$ cat src/rtl/lane_map_pkg.sv
package lane_map_pkg;

   typedef enum logic [1:0] {
      CFG_IGNORE = 2'd0,
      CFG_TAKE   = 2'd1,
      CFG_REFUSE = 2'd2
   } cfg_verdict_e;

   function automatic int idx_bits(input int n);
      return (n < 2) ? 1 : $clog2(n);
   endfunction

endpackage

$ cat src/rtl/lane_map_cfg.sv
module lane_map_cfg
   import lane_map_pkg::*;
#(
   parameter int LANES = 4,
   parameter int IDX_W = 2,
   parameter int CNT_W = 3
) (
   input  logic                   clk,
   input  logic                   rst_n,
   input  logic                   load_i,
   input  logic [CNT_W-1:0]       cnt_i,
   input  logic [LANES*IDX_W-1:0] map_i,
   input  logic                   idle_i,
   output logic [CNT_W-1:0]       cnt_o,
   output logic [LANES*IDX_W-1:0] map_o,
   output logic [LANES-1:0]       en_o,
   output logic                   done_o,
   output logic                   bad_o
);

   localparam logic [CNT_W-1:0] CNT_MAX = CNT_W'(LANES);
   localparam logic [IDX_W:0]   IDX_LIM = (IDX_W+1)'(LANES);

   logic             cnt_ok;
   logic             map_ok;
   logic [LANES-1:0] en_next;
   cfg_verdict_e     verdict;

   always_comb begin
      cnt_ok  = (cnt_i != '0) && (cnt_i <= CNT_MAX);
      map_ok  = 1'b1;
      en_next = '0;
      for (int a = 0; a < LANES; a++) begin
         if (CNT_W'(a) < cnt_i) begin
            if ({1'b0, map_i[a*IDX_W +: IDX_W]} >= IDX_LIM)
               map_ok = 1'b0;
            for (int b = a + 1; b < LANES; b++) begin
               if ((CNT_W'(b) < cnt_i) &&
                   (map_i[a*IDX_W +: IDX_W] == map_i[b*IDX_W +: IDX_W]))
                  map_ok = 1'b0;
            end
            en_next[map_i[a*IDX_W +: IDX_W]] = 1'b1;
         end
      end
   end

   always_comb begin
      if (!load_i || !idle_i)     verdict = CFG_IGNORE;
      else if (cnt_ok && map_ok)  verdict = CFG_TAKE;
      else                        verdict = CFG_REFUSE;
   end

   always_ff @(posedge clk or negedge rst_n) begin
      if (!rst_n) begin
         cnt_o  <= CNT_W'(1);
         en_o   <= LANES'(1);
         done_o <= 1'b0;
         bad_o  <= 1'b0;
         for (int l = 0; l < LANES; l++)
            map_o[l*IDX_W +: IDX_W] <= IDX_W'(l);
      end else begin
         done_o <= (verdict == CFG_TAKE);
         bad_o  <= (verdict == CFG_REFUSE);
         if (verdict == CFG_TAKE) begin
            cnt_o <= cnt_i;
            map_o <= map_i;
            en_o  <= en_next;
         end
      end
   end


   resp_excl_chk: assert property (@(posedge clk) disable iff (!rst_n)
      $onehot0({done_o, bad_o}));


   bad_no_apply_chk: assert property (@(posedge clk) disable iff (!rst_n)
      bad_o |-> ($stable(en_o) && $stable(cnt_o) && $stable(map_o)));


   busy_ignore_chk: assert property (@(posedge clk) disable iff (!rst_n)
      (load_i && !idle_i) |=> (!done_o && !bad_o && $stable(en_o)));


   en_count_chk: assert property (@(posedge clk) disable iff (!rst_n)
      $countones(en_o) == int'(cnt_o));

endmodule

$ cat src/rtl/lane_map_tx.sv
module lane_map_tx #(
   parameter int LANES = 4,
   parameter int SYM_W = 8,
   parameter int IDX_W = 2,
   parameter int CNT_W = 3
) (
   input  logic                   clk,
   input  logic                   rst_n,
   input  logic [CNT_W-1:0]       cnt_i,
   input  logic [LANES*IDX_W-1:0] map_i,
   input  logic                   vld_i,
   input  logic [SYM_W-1:0]       sym_i,
   output logic                   col_vld_o,
   output logic [LANES*SYM_W-1:0] col_o,
   output logic                   empty_o
);

   logic [CNT_W-1:0] fill_q;
   logic [SYM_W-1:0] stage_q [LANES];
   logic [SYM_W-1:0] col_next [LANES];
   logic [SYM_W-1:0] col_q [LANES];
   logic             col_vld_q;
   logic             last;

   assign last    = (fill_q + CNT_W'(1)) == cnt_i;
   assign empty_o = (fill_q == '0);

   always_comb begin
      for (int p = 0; p < LANES; p++)
         col_next[p] = '0;
      for (int l = 0; l < LANES; l++) begin
         if (CNT_W'(l) < cnt_i)
            col_next[map_i[l*IDX_W +: IDX_W]] =
               (CNT_W'(l) == fill_q) ? sym_i : stage_q[l];
      end
   end

   always_ff @(posedge clk or negedge rst_n) begin
      if (!rst_n) begin
         fill_q    <= '0;
         col_vld_q <= 1'b0;
         for (int l = 0; l < LANES; l++) begin
            stage_q[l] <= '0;
            col_q[l]   <= '0;
         end
      end else begin
         col_vld_q <= vld_i && last;
         if (vld_i) begin
            stage_q[fill_q[IDX_W-1:0]] <= sym_i;
            fill_q <= last ? '0 : fill_q + CNT_W'(1);
         end
         for (int p = 0; p < LANES; p++)
            col_q[p] <= (vld_i && last) ? col_next[p] : '0;
      end
   end

   for (genvar g = 0; g < LANES; g++) begin : g_pack
      assign col_o[g*SYM_W +: SYM_W] = col_q[g];
   end

   assign col_vld_o = col_vld_q;


   col_after_sym_chk: assert property (@(posedge clk) disable iff (!rst_n)
      col_vld_o |-> $past(vld_i));


   fill_bound_chk: assert property (@(posedge clk) disable iff (!rst_n)
      fill_q < cnt_i);

endmodule

$ cat src/rtl/lane_map_rx.sv
module lane_map_rx #(
   parameter int LANES = 4,
   parameter int SYM_W = 8,
   parameter int IDX_W = 2,
   parameter int CNT_W = 3
) (
   input  logic                   clk,
   input  logic                   rst_n,
   input  logic [CNT_W-1:0]       cnt_i,
   input  logic [LANES*IDX_W-1:0] map_i,
   input  logic                   col_vld_i,
   input  logic [LANES*SYM_W-1:0] col_i,
   output logic                   vld_o,
   output logic [SYM_W-1:0]       sym_o,
   output logic                   busy_o
);

   logic [SYM_W-1:0] lane_in [LANES];
   logic [SYM_W-1:0] hold_q [LANES];
   logic [CNT_W-1:0] rd_q;
   logic             busy_q;

   for (genvar g = 0; g < LANES; g++) begin : g_unpack
      assign lane_in[g] = col_i[g*SYM_W +: SYM_W];
   end

   always_ff @(posedge clk or negedge rst_n) begin
      if (!rst_n) begin
         rd_q   <= '0;
         busy_q <= 1'b0;
         for (int l = 0; l < LANES; l++)
            hold_q[l] <= '0;
      end else if (col_vld_i) begin
         rd_q   <= '0;
         busy_q <= 1'b1;
         for (int l = 0; l < LANES; l++)
            hold_q[l] <= lane_in[map_i[l*IDX_W +: IDX_W]];
      end else if (busy_q) begin
         if ((rd_q + CNT_W'(1)) == cnt_i) begin
            busy_q <= 1'b0;
            rd_q   <= '0;
         end else begin
            rd_q <= rd_q + CNT_W'(1);
         end
      end
   end

   assign vld_o  = busy_q;
   assign busy_o = busy_q;
   assign sym_o  = busy_q ? hold_q[rd_q[IDX_W-1:0]] : '0;


   replay_start_chk: assert property (@(posedge clk) disable iff (!rst_n)
      col_vld_i |=> (vld_o && rd_q == '0));


   replay_bound_chk: assert property (@(posedge clk) disable iff (!rst_n)
      vld_o |-> (rd_q < cnt_i));

endmodule

$ cat src/rtl/lane_mapper.sv
module lane_mapper
   import lane_map_pkg::*;
#(
   parameter  int LANES = 4,
   parameter  int SYM_W = 8,
   localparam int IDX_W = idx_bits(LANES),
   localparam int CNT_W = $clog2(LANES + 1)
) (
   input  logic                   clk,
   input  logic                   rst_n,
   input  logic                   cfg_load,
   input  logic [CNT_W-1:0]       cfg_lanes,
   input  logic [LANES*IDX_W-1:0] cfg_map,
   output logic                   cfg_done,
   output logic                   cfg_bad,
   output logic [LANES-1:0]       lane_en,
   input  logic                   tx_vld,
   input  logic [SYM_W-1:0]       tx_sym,
   output logic                   phy_tx_vld,
   output logic [LANES*SYM_W-1:0] phy_tx_data,
   input  logic                   phy_rx_vld,
   input  logic [LANES*SYM_W-1:0] phy_rx_data,
   output logic                   rx_vld,
   output logic [SYM_W-1:0]       rx_sym
);

   if (LANES < 2 || LANES > 8) begin : g_lanes_range
      $error("lane_mapper: LANES must lie in 2..8");
   end
   if (SYM_W < 1) begin : g_sym_range
      $error("lane_mapper: SYM_W must be positive");
   end

   logic [CNT_W-1:0]       act_cnt;
   logic [LANES*IDX_W-1:0] act_map;
   logic                   tx_empty;
   logic                   rx_busy;
   logic                   idle;

   assign idle = tx_empty & ~tx_vld & ~rx_busy & ~phy_rx_vld;

   lane_map_cfg #(.LANES(LANES), .IDX_W(IDX_W), .CNT_W(CNT_W)) u_cfg (
      .clk    (clk),
      .rst_n  (rst_n),
      .load_i (cfg_load),
      .cnt_i  (cfg_lanes),
      .map_i  (cfg_map),
      .idle_i (idle),
      .cnt_o  (act_cnt),
      .map_o  (act_map),
      .en_o   (lane_en),
      .done_o (cfg_done),
      .bad_o  (cfg_bad)
   );

   lane_map_tx #(.LANES(LANES), .SYM_W(SYM_W), .IDX_W(IDX_W), .CNT_W(CNT_W)) u_tx (
      .clk       (clk),
      .rst_n     (rst_n),
      .cnt_i     (act_cnt),
      .map_i     (act_map),
      .vld_i     (tx_vld),
      .sym_i     (tx_sym),
      .col_vld_o (phy_tx_vld),
      .col_o     (phy_tx_data),
      .empty_o   (tx_empty)
   );

   lane_map_rx #(.LANES(LANES), .SYM_W(SYM_W), .IDX_W(IDX_W), .CNT_W(CNT_W)) u_rx (
      .clk       (clk),
      .rst_n     (rst_n),
      .cnt_i     (act_cnt),
      .map_i     (act_map),
      .col_vld_i (phy_rx_vld),
      .col_i     (phy_rx_data),
      .vld_o     (rx_vld),
      .sym_o     (rx_sym),
      .busy_o    (rx_busy)
   );

   for (genvar p = 0; p < LANES; p++) begin : g_off_chk

      off_lane_zero_chk: assert property (@(posedge clk) disable iff (!rst_n)
         (!lane_en[p] || !phy_tx_vld) |-> (phy_tx_data[p*SYM_W +: SYM_W] == '0));
   end

endmodule

$ cat config.mk
export PLATFORM = sky130hd
export DESIGN_NAME = lane_mapper
export DESIGN_NICKNAME = d
export VERILOG_FILES = /design/src/rtl/lane_map_pkg.sv /design/src/rtl/lane_map_cfg.sv /design/src/rtl/lane_map_tx.sv /design/src/rtl/lane_map_rx.sv /design/src/rtl/lane_mapper.sv
export SDC_FILE = /design/constraint.sdc
export NUM_CORES = 1
export LEC_CHECK = 0
export CAP_MARGIN = 30
export CORE_MARGIN = 2
export CORE_UTILIZATION = 50
export DETAILED_ROUTE_END_ITERATION = 7
export GPL_TIMING_DRIVEN = 0
export PLACE_DENSITY = 0.74
export REMOVE_ABC_BUFFERS = 1
export SKIP_LAST_GASP = 1
export SLEW_MARGIN = 20
export SYNTH_ARGS = -nofsm -noshare
export SYNTH_HDL_FRONTEND = slang
export SYNTH_HIERARCHICAL = 1
export SYNTH_SLANG_ARGS = --single-unit
$ cat constraint.sdc
create_clock -name clk -period 2.9 [get_ports clk]
set_clock_uncertainty 0.1 [all_clocks]
set_input_delay 0.58 -clock clk [delete_from_list [all_inputs] [get_ports clk]]
set_output_delay 0.58 -clock clk [all_outputs]
set_load 0.03 [all_outputs]
======== Word level (Yosys, flattened, before mapping) ========
Index checks and enable logic that the tools add are counted.
word-level totals
  output and inout bits ................... 48
  bits of input ports ..................... 56
  register bits after elaboration ......... 121
  word-level logic and storage cells ...... 176
operators by class
  add/sub/neg operators ................... 2
  mux-type cells .......................... 72
  bitwise logic cells ..................... 16
  $lt $le $gt $ge ......................... 28
  eq/ne operators ......................... 13
  reduce and logical (&&, ||, !) cells .... 24
operator list
  cell                                                               count
  2-to-1 mux 8 bit                                                   24
  bitwise mux 32 bit                                                 4
  2-to-1 mux 32 bit                                                  4
  binary-select mux 8 bit (select 2 bit)                             5
  demux 8 bit (select 2 bit)                                         5
  AND 32 bit                                                         1
  greater-or-equal comparator 3 bit, second input constant           6
  logical AND 1 bit                                                  18
  inverter 2 -> 3 bit                                                6
  2-to-1 mux 1 bit                                                   16
  2-to-1 mux 4 bit                                                   4
  less-than comparator 3 x 1 -> 1 bit, second input constant         5
  equality test 2 bit                                                6
  less-than comparator 1 x 3 -> 1 bit, first input constant          4
  less-than comparator 2 x 3 -> 1 bit, first input constant          4
  less-than comparator 2 x 3 -> 1 bit, second input constant         4
  2-to-1 mux 3 bit                                                   4
  OR 4 bit                                                           3
  demux 1 bit (select 2 bit)                                         4
  greater-or-equal comparator 2 x 1 -> 1 bit, second input constant  4
  adder 3 x 1 -> 3 bit, second input constant                        2
  equality test 2 x 3 -> 1 bit, first input constant                 2
  equality test 3 bit                                                2
  2-to-1 mux 2 bit                                                   2
  11 further kinds                                                   16

======== Logic depth before layout (Yosys ltp) ========
Gate-level depths: netlist of run 1.
  depth in word-level cells ............... 15
  depth in mapped cells ................... 10
  mapped depth without buffers ............ 8

======== Hierarchy ========
Netlist of run 1, hierarchy kept.
by module, submodules not included
  module        instances  cells an instance  seq. area each (um^2)  area each (um^2)
  lane_map_tx   1          383                1701.6                 4135.2
  lane_map_rx   1          150                900.9                  2577.5
  lane_map_cfg  1          94                 432.9                  1077.3
  lane_mapper   1          1                  0.0                    15.0

======== Worst setup path after synthesis of run 1 ========
OpenSTA, ideal clock, no wires.
  path type ............................... register -> register
  start ................................... register u_tx.fill_q[0]
  end ..................................... register u_cfg.cnt_o[1]
  path buffers ............................ 3
  arrival time ............................ 2.054 ns
  required time ........................... 2.675 ns
  path slack .............................. 0.621 ns
  library setup time ...................... 0.125 ns
  stages on the path, launching flop included .. 11
  period minus slack after synthesis ...... 2.279 ns
  path through ............................ dfrtp_1 inv_1 ha_1 nand2b_1 buf_4 buf_6 inv_1 nor4b_2 o2111ai_4 buf_6 mux2_4
on the way
  cells in the longest elaborated chain, start to end .. 8
RTL lines
  what                          RTL line            source
  start: declaration            lane_map_tx.sv:18   logic [CNT_W-1:0] fill_q;
  start signal: assignment      lane_map_tx.sv:50   fill_q <= last ? '0 : fill_q + CNT_W'(1);
  zero test 3 bit               lane_map_tx.sv:26   assign empty_o = (fill_q == '0);
  named net tx_empty            lane_mapper.sv:36   logic tx_empty;
  AND 1 bit (3 in a row)        lane_mapper.sv:40   assign idle = tx_empty & ~tx_vld & ~rx_busy & ~phy_rx_vld;
  named net idle                lane_mapper.sv:38   logic idle;
  zero test 1 bit               lane_map_cfg.sv:48  if (!load_i || !idle_i) verdict = CFG_IGNORE;
  logical OR 1 bit              lane_map_cfg.sv:48
  2-to-1 mux 2 bit              lane_map_cfg.sv:48
  equality test 2 x 1 -> 1 bit  lane_map_cfg.sv:64  if (verdict == CFG_TAKE) begin
  end signal: assignment        lane_map_cfg.sv:65  cnt_o <= cnt_i;
  end: declaration              lane_map_cfg.sv:14  output logic [CNT_W-1:0] cnt_o,
The timed path passes the listed nets, and every way through them passes these cells.
A chain may end at the register's enable or synchronous reset.

======== Final worst setup path of run 1 ========
  start ................................... register u_tx.fill_q[0]
  end ..................................... register u_tx.col_q (netlist bit u_tx/col_o[18])
on the way
  cells in the longest elaborated chain, start to end .. 11
  elaborated cells between the ends (all ways) .. 20
  classes of those cells .................. 1 x add/sub; 4 x eq/ne; 12 x mux; 1 x bitwise; 2 x reduce/logical
RTL lines
  what                            RTL line           source
  zero test 3 bit                 lane_map_tx.sv:34  (CNT_W'(l) == fill_q) ? sym_i : stage_q[l];
  2-to-1 mux 8 bit                lane_map_tx.sv:34
  AND 32 bit (no line)            n/a
  2-to-1 mux 32 bit               lane_map_tx.sv:32  if (CNT_W'(l) < cnt_i)
  bitwise mux 32 bit              lane_map_tx.sv:33  col_next[map_i[l*IDX_W +: IDX_W]] =
  2-to-1 mux 32 bit               lane_map_tx.sv:32
  bitwise mux 32 bit              lane_map_tx.sv:33
  2-to-1 mux 32 bit               lane_map_tx.sv:32
  bitwise mux 32 bit              lane_map_tx.sv:33
  2-to-1 mux 32 bit               lane_map_tx.sv:32
  2-to-1 mux 8 bit *              lane_map_tx.sv:53  col_q[p] <= (vld_i && last) ? col_next[p] : '0;
  end signal: indexed assignment  lane_map_tx.sv:53
  end: declaration                lane_map_tx.sv:21  logic [SYM_W-1:0] col_q [LANES];
Mark *: on every way between the ends. The rest lies on a longest branch, timed or not.

==> results.py, run 1 <==
metrics = {
    "run_status": {
        "status": "complete, no violations",
    },
    "routing": {
        "drt-initial-drc-count": 784,
        "totalWireLength_um": 21300,
        "via_count": 6021,
        "wire_per_inst_um": 23.5,
        "drc": 0,
        "drt_first_pass_iters": 5,
        "viasPerCell": 6.65,
        "drtAntennaViolNets": 0,
    },
    "grt": {
        "antenna_found_initial": 0,
        "grt_start_max_net_pins": 77,
        "grt_pass1_vias": 6128,
        "grt_pass1_wl_um": 32500,
        "grt.total_usage": 0.261,
        "grt-ovfl-total": 0,
    },
    "synthesis": {
        "synth_edf_count": 0,
        "syn_inst": 628,
        "syn_avg_cell_area_um2": 12.4,
        "yosysUniqueCellTypes": 63,
        "async_flop_share": 1.00,
        "yosys_register_bits": 121,
        "netlist_area_mm2": 0.00780,
        "ys_seq_area_frac": 0.389,
        "yosys_most_used_dff": "dfrtp_1",
        "synth_warnings": 6,
    },
    "sta": {
        "fmax_mhz": 360,
        "timing.hold.ws_ns": 0.406,
        "period_share": 0.957,
        "finalMaxSlewViolations": 0,
        "fin_ws_ns": 0.123,
        "min_period_ns": 2.78,
        "rsz0062_at_grt": "false",
        "finalHoldViolCount": 0,
        "tightest_slew_ns": 0.878,
        "slew_headroom": 0.412,
        "setup_violations": 0,
    },
    "layout": {
        "post-route-util": 0.624,
        "fin_area_mm2": 0.00949,
        "n_antenna_cell": 0,
        "final_nets": 766,
        "drive_gt1_frac": 0.297,
        "stdcell_count": 905,
        "area_delta_synth_final_pct": 21.6,
    },
    "run": {
        "maxCapViolations": 0,
    },
    "hold_path": {
        "hp-class": "reg -> reg",
    },
    "placement": {
        "place_inst": 868,
        "dp_slack_ns": -0.133,
        "place_area_mm2": 0.00878,
        "gp_congestion": 0.885,
        "place_hpwl_um": 13600,
        "io_buffers": 103,
    },
    "setup_path": {
        "crit_fanout": 25,
        "crit_top_cell": "ha_1",
        "cp_num_buf_inv": 1,
        "start_kind": "register",
        "path_class": "reg -> reg",
        "slowest_stage": "dfrtp_1",
        "critPathCaptureType": "register",
        "cp_slowest_stage_delay_ns": 0.42,
        "required_ns": 3.10,
        "cp_cell_sequence": "ha_1 -> ha_1 -> xnor2_1 -> nor3_2 -> nand2_2 -> inv_2 -> o311ai_0 -> a21oi_1",
        "cp_top_family": "adder cells",
        "arrival_ns": 2.98,
    },
    "pwr": {
        "irDropWorstVdd_mv": 0.531,
        "p_leak_nw": 3.91,
        "power_density_mw_per_mm2": 854,
    },
    "die": {
        "dieArea_mm2": 0.0166,
        "die_h_um": 129,
        "core_mm2": 0.0152,
        "die_w_um": 129,
        "io_pins": 104,
        "rows": 45,
        "start_util": 0.513,
    },
    "clock_network": {
        "clk_pin_slew_worst_paths_ns": 0.06,
        "root_buffer": "clkbuf_16",
        "numCtsBuffers": 17,
        "cts.path.max_buffers": 2,
        "cts.sink_count": 121,
        "cts_tree": "built",
        "worstSkewPairLatency_ns": 0.42,
        "cts_htree_levels": 4,
    },
}
## per-layer routing
layer	vias to the layer above	wire (um)	global-route usage	share of wire
met5	-	0	0	0
met4	0	541	0.111	0.025
met3	64	1930	0.0582	0.091
met2	382	10200	0.415	0.48
met1	3006	8590	0.347	0.40
li1	2569	-	-	-
## cells in the mapped netlist (all sizes together) (10+ instances only)
| master | n | area share |
|---|---|---|
| mux2i | 32 | 0.041 |
| and3 | 14 | 0.011 |
| o311ai | 19 | 0.021 |
| a21oi | 38 | 0.024 |
| mux4 | 40 | 0.12 |
| clkbuf | 17 | 0.0082 |
| mux2 | 103 | 0.17 |
| nand3 | 26 | 0.017 |
| dfrtp | 115 | 0.37 |
| nor2 | 10 | 0.0048 |
| nand2 | 37 | 0.018 |
| buf | 38 | 0.036 |
## logic make-up after synthesis
| kind of cell | after synthesis | synth area share |
|---|---|---|
| multiplexers | 175 | 0.325 |
| buffers and inverters | 64 | 0.0483 |
| AO/OA/AOI/OAI | 108 | 0.108 |
| XOR/XNOR | 18 | 0.0221 |
| adder cells (fa/ha/maj) | 6 | 0.00962 |
| AND/OR/NAND/NOR | 136 | 0.0981 |
| flip-flops | 121 | 0.389 |
## cell usage in the layout (no fill, tap or decap), types with 6 or more instances in the layout
cell type	instances
xor2_1	8
dfstp_2	6
a221oi_1	7
dlygate4sd2_1	8
inv_1	8
nand3_1	26
and3_1	14
ha_1	6
dfrtp_1	114
o311ai_0	17
o221ai_1	8
a2111oi_1	7
nand2_1	36
nor3_1	8
a21oi_1	38
mux2i_1	32
clkbuf_16	17
and2_1	8
mux4_2	40
mux2_2	62
and4_1	8
nor2_1	10
clkdlybuf4s50_1	93
mux2_4	41
xnor2_1	9
nand2b_1	8
## report_power, final
| part | total, mW | leakage (nW) | internal, mW | switching [mW] |
|---|---|---|---|---|
| Clock | 2.36 | 0.319 | 1.59 | 0.768 |
| Sequential | 2.60 | 1.51 | 2.13 | 0.476 |
| Combinational | 3.14 | 2.07 | 1.56 | 1.58 |
| Total | 8.10 | 3.91 | 5.28 | 2.83 |
## what timing repair did
| action | 4_1_cts | 5_1_grt |
|---|---|---|
| hold buffers | 1 | 0 |
| buffers inserted | 1 | 0 |
| setup endpoints to repair | 18 | 0 |
| hold endpoints to repair | 21 | 0 |
| gates resized for setup | 11 | 0 |
## registers in the layout (all words and copies together), names as in the netlist
register        count
u_cfg/cnt_o         3
u_cfg/done_o        1
u_tx/stage_q       32
u_rx/rd_q           3
u_cfg/bad_o         1
u_rx/busy_o         1
u_tx/col_o         32
u_tx/fill_q         3
u_tx/col_vld_o      1
u_rx/hold_q        32
u_cfg/en_o          4
u_cfg/map_o         8
## cell type report
type | count | area [um^2]
fill | 1124 | 5710
multi-input combinational | 443 | 4400
sequential | 121 | 3040
timing repair buffer | 112 | 1130
clock buffer | 21 | 470
tap | 188 | 235
clock inverter | 11 | 193
inverter | 9 | 33.8
## through the flow
stage | total power, mW | setup TNS [ns]
finish | 8.10 | 0
global route | 8.47 | 0
CTS | 8.05 | 0
detailed placement | 5.69 | -1.20
global placement | 5.53 | -430.40
floorplan | 4.69 | 0
## final timing paths
path / startpoint / end / slack, ns / depth (start not counted)
worst max-delay path: u_tx/fill_q[0] / u_tx/col_o[18] / 0.12 / 8
worst min-delay path: u_tx/stage_q[1] / u_tx/stage_q[1] / 0.41 / 1
worst max register to register: u_tx/fill_q[0] / u_tx/col_o[18] / 0.12 / 8
worst min register to register: u_tx/stage_q[1] / u_tx/stage_q[1] / 0.41 / 1
max in group asynchronous: rst_n / u_cfg/map_o[5] / 1.36 / 3
min in group asynchronous: rst_n / u_tx/col_o[30] / 0.56 / 2
Note: power is estimated with default switching activity, not from simulation.
==> run 2: changes to the inputs <==
--- a/config.mk
+++ b/config.mk
@@ -7,10 +7,10 @@
 export LEC_CHECK = 0
 export CAP_MARGIN = 30
 export CORE_MARGIN = 2
-export CORE_UTILIZATION = 50
+export CORE_UTILIZATION = 56
 export DETAILED_ROUTE_END_ITERATION = 7
 export GPL_TIMING_DRIVEN = 0
-export PLACE_DENSITY = 0.74
+export PLACE_DENSITY = 0.81
 export REMOVE_ABC_BUFFERS = 1
 export SKIP_LAST_GASP = 1
 export SLEW_MARGIN = 20
==> run 2 against run 1 <==
Effect of this change:
- hold slack worse by 0.0029 ns
- global-route usage up 3.4 points
- critical path depth down 5
- critical endpoint is now rx_sym[5]
==> results.py, run 2 (same netlist as run 1, synthesis figures left out) <==
metrics = {
    "layout": {
        "final_nets": 766,
        "drive_gt1_frac": 0.297,
        "area_delta_synth_final_pct": 20.5,
        "n_antenna_cell": 0,
        "post-route-util": 0.685,
        "stdcell_count": 896,
        "final_cell_mix": "dfrtp_1 (113), clkdlybuf4s50_1 (93), mux2_2 (62)",
        "fin_area_mm2": 0.00940,
        "final_common_cell": "dfrtp_1",
    },
    "pwr": {
        "power_density_mw_per_mm2": 819,
        "p_total_mw": 7.70,
        "irDropWorstVdd_mv": 0.448,
        "p_leak_nw": 3.87,
    },
    "hold_path": {
        "hp-class": "reg -> reg",
    },
    "routing": {
        "drtAntennaViolNets": 0,
        "drt_first_pass_iters": 5,
        "via_count": 5969,
        "drt-initial-drc-count": 728,
        "viasPerCell": 6.66,
        "drc": 0,
        "totalWireLength_um": 21300,
        "wire_per_inst_um": 23.8,
    },
    "sta": {
        "setup_violations": 0,
        "finalHoldViolCount": 0,
        "setup_tns_ns": 0,
        "fin_ws_ns": 0.193,
        "timing.hold.ws_ns": 0.403,
        "tightest_slew_ns": 1.02,
        "period_share": 0.934,
        "slew_headroom": 0.321,
        "rsz0062_at_grt": "false",
        "fmax_mhz": 369,
        "min_period_ns": 2.71,
        "finalMaxSlewViolations": 0,
    },
    "setup_path": {
        "cp_slowest_stage_delay_ns": 0.55,
        "required_ns": 2.22,
        "crit_fanout": 9,
        "slowest_stage": "dfrtp_4",
        "critPathCaptureType": "output port",
        "cp_cell_sequence": "mux4_2 -> and2_1 -> dlygate4sd2_1",
        "cp_num_buf_inv": 1,
        "arrival_ns": 2.03,
        "cp_top_family": "flip-flops",
        "start_kind": "register",
        "path_class": "reg -> out",
    },
    "clock_network": {
        "root_buffer": "clkbuf_16",
        "worstSkewPairLatency_ns": 0.42,
        "cts.path.max_buffers": 2,
        "cts.sink_count": 121,
        "clk_pin_slew_worst_paths_ns": 0.06,
        "cts_tree": "built",
        "cts_htree_levels": 4,
        "numCtsBuffers": 17,
    },
    "grt": {
        "grt_pass1_wl_um": 32900,
        "grt_start_max_net_pins": 77,
        "grt.total_usage": 0.295,
        "grt-ovfl-total": 0,
        "grt_pass1_vias": 5960,
        "antenna_found_initial": 0,
    },
    "placement": {
        "place_inst": 860,
        "dp_slack_ns": -0.134,
        "gp_congestion": 0.930,
        "place_area_mm2": 0.00878,
        "place_hpwl_um": 14000,
        "io_buffers": 103,
    },
    "die": {
        "die_h_um": 122,
        "core_mm2": 0.0137,
        "dieArea_mm2": 0.0149,
        "start_util": 0.569,
        "die_w_um": 122,
        "rows": 43,
        "io_pins": 104,
    },
    "run_status": {
        "status": "complete, no violations",
    },
    "run": {
        "maxCapViolations": 0,
    },
}
-- run 2: power breakdown --
group | leakage (nW) | switching (mW) | total, mW | internal, mW
combinational | 2.09 | 1.58 | 3.14 | 1.56
clock | 0.271 | 0.733 | 1.95 | 1.22
sequential | 1.51 | 0.485 | 2.61 | 2.13
total | 3.87 | 2.79 | 7.70 | 4.91
-- run 2: worst paths after layout --
path,startpoint,to,slack (ns),depth (start not counted)
min in group asynchronous,rst_n,u_tx/col_vld_o,0.56,2
min,u_rx/hold_q[26],u_rx/hold_q[26],0.40,1
max reg2reg,u_tx/fill_q[0],u_tx/col_o[3],0.19,8
max in group asynchronous,rst_n,u_cfg/en_o[0],1.41,3
min reg2reg,u_rx/hold_q[26],u_rx/hold_q[26],0.40,1
max,u_rx/rd_q[0],rx_sym[5],0.19,3
-- run 2: routing by layer --
metal	global-route usage	part of all wire	routed length [um]
met3	0.0585	0.074	1570
met4	0.151	0.038	818
met1	0.400	0.42	8900
met2	0.453	0.47	10000
met5	0	0	0
-- run 2: what timing repair did --
item / 4_1_cts / 5_1_grt
pin swaps: 0 / 1
hold endpoints to repair: 29 / 0
gates resized for setup: 10 / 4
setup buffers: 1 / 1
hold buffers: 1 / 0
endpoints found under the setup margin: 24 / 12
-- run 2: cell type report --
type / instances / area (um^2)
tap: 180 / 225
multi-input combinational: 443 / 4400
fill: 927 / 4320
timing repair buffer: 112 / 1150
inverter: 9 / 35.0
sequential: 121 / 3040
clock buffer: 25 / 515
clock inverter: 6 / 38.8
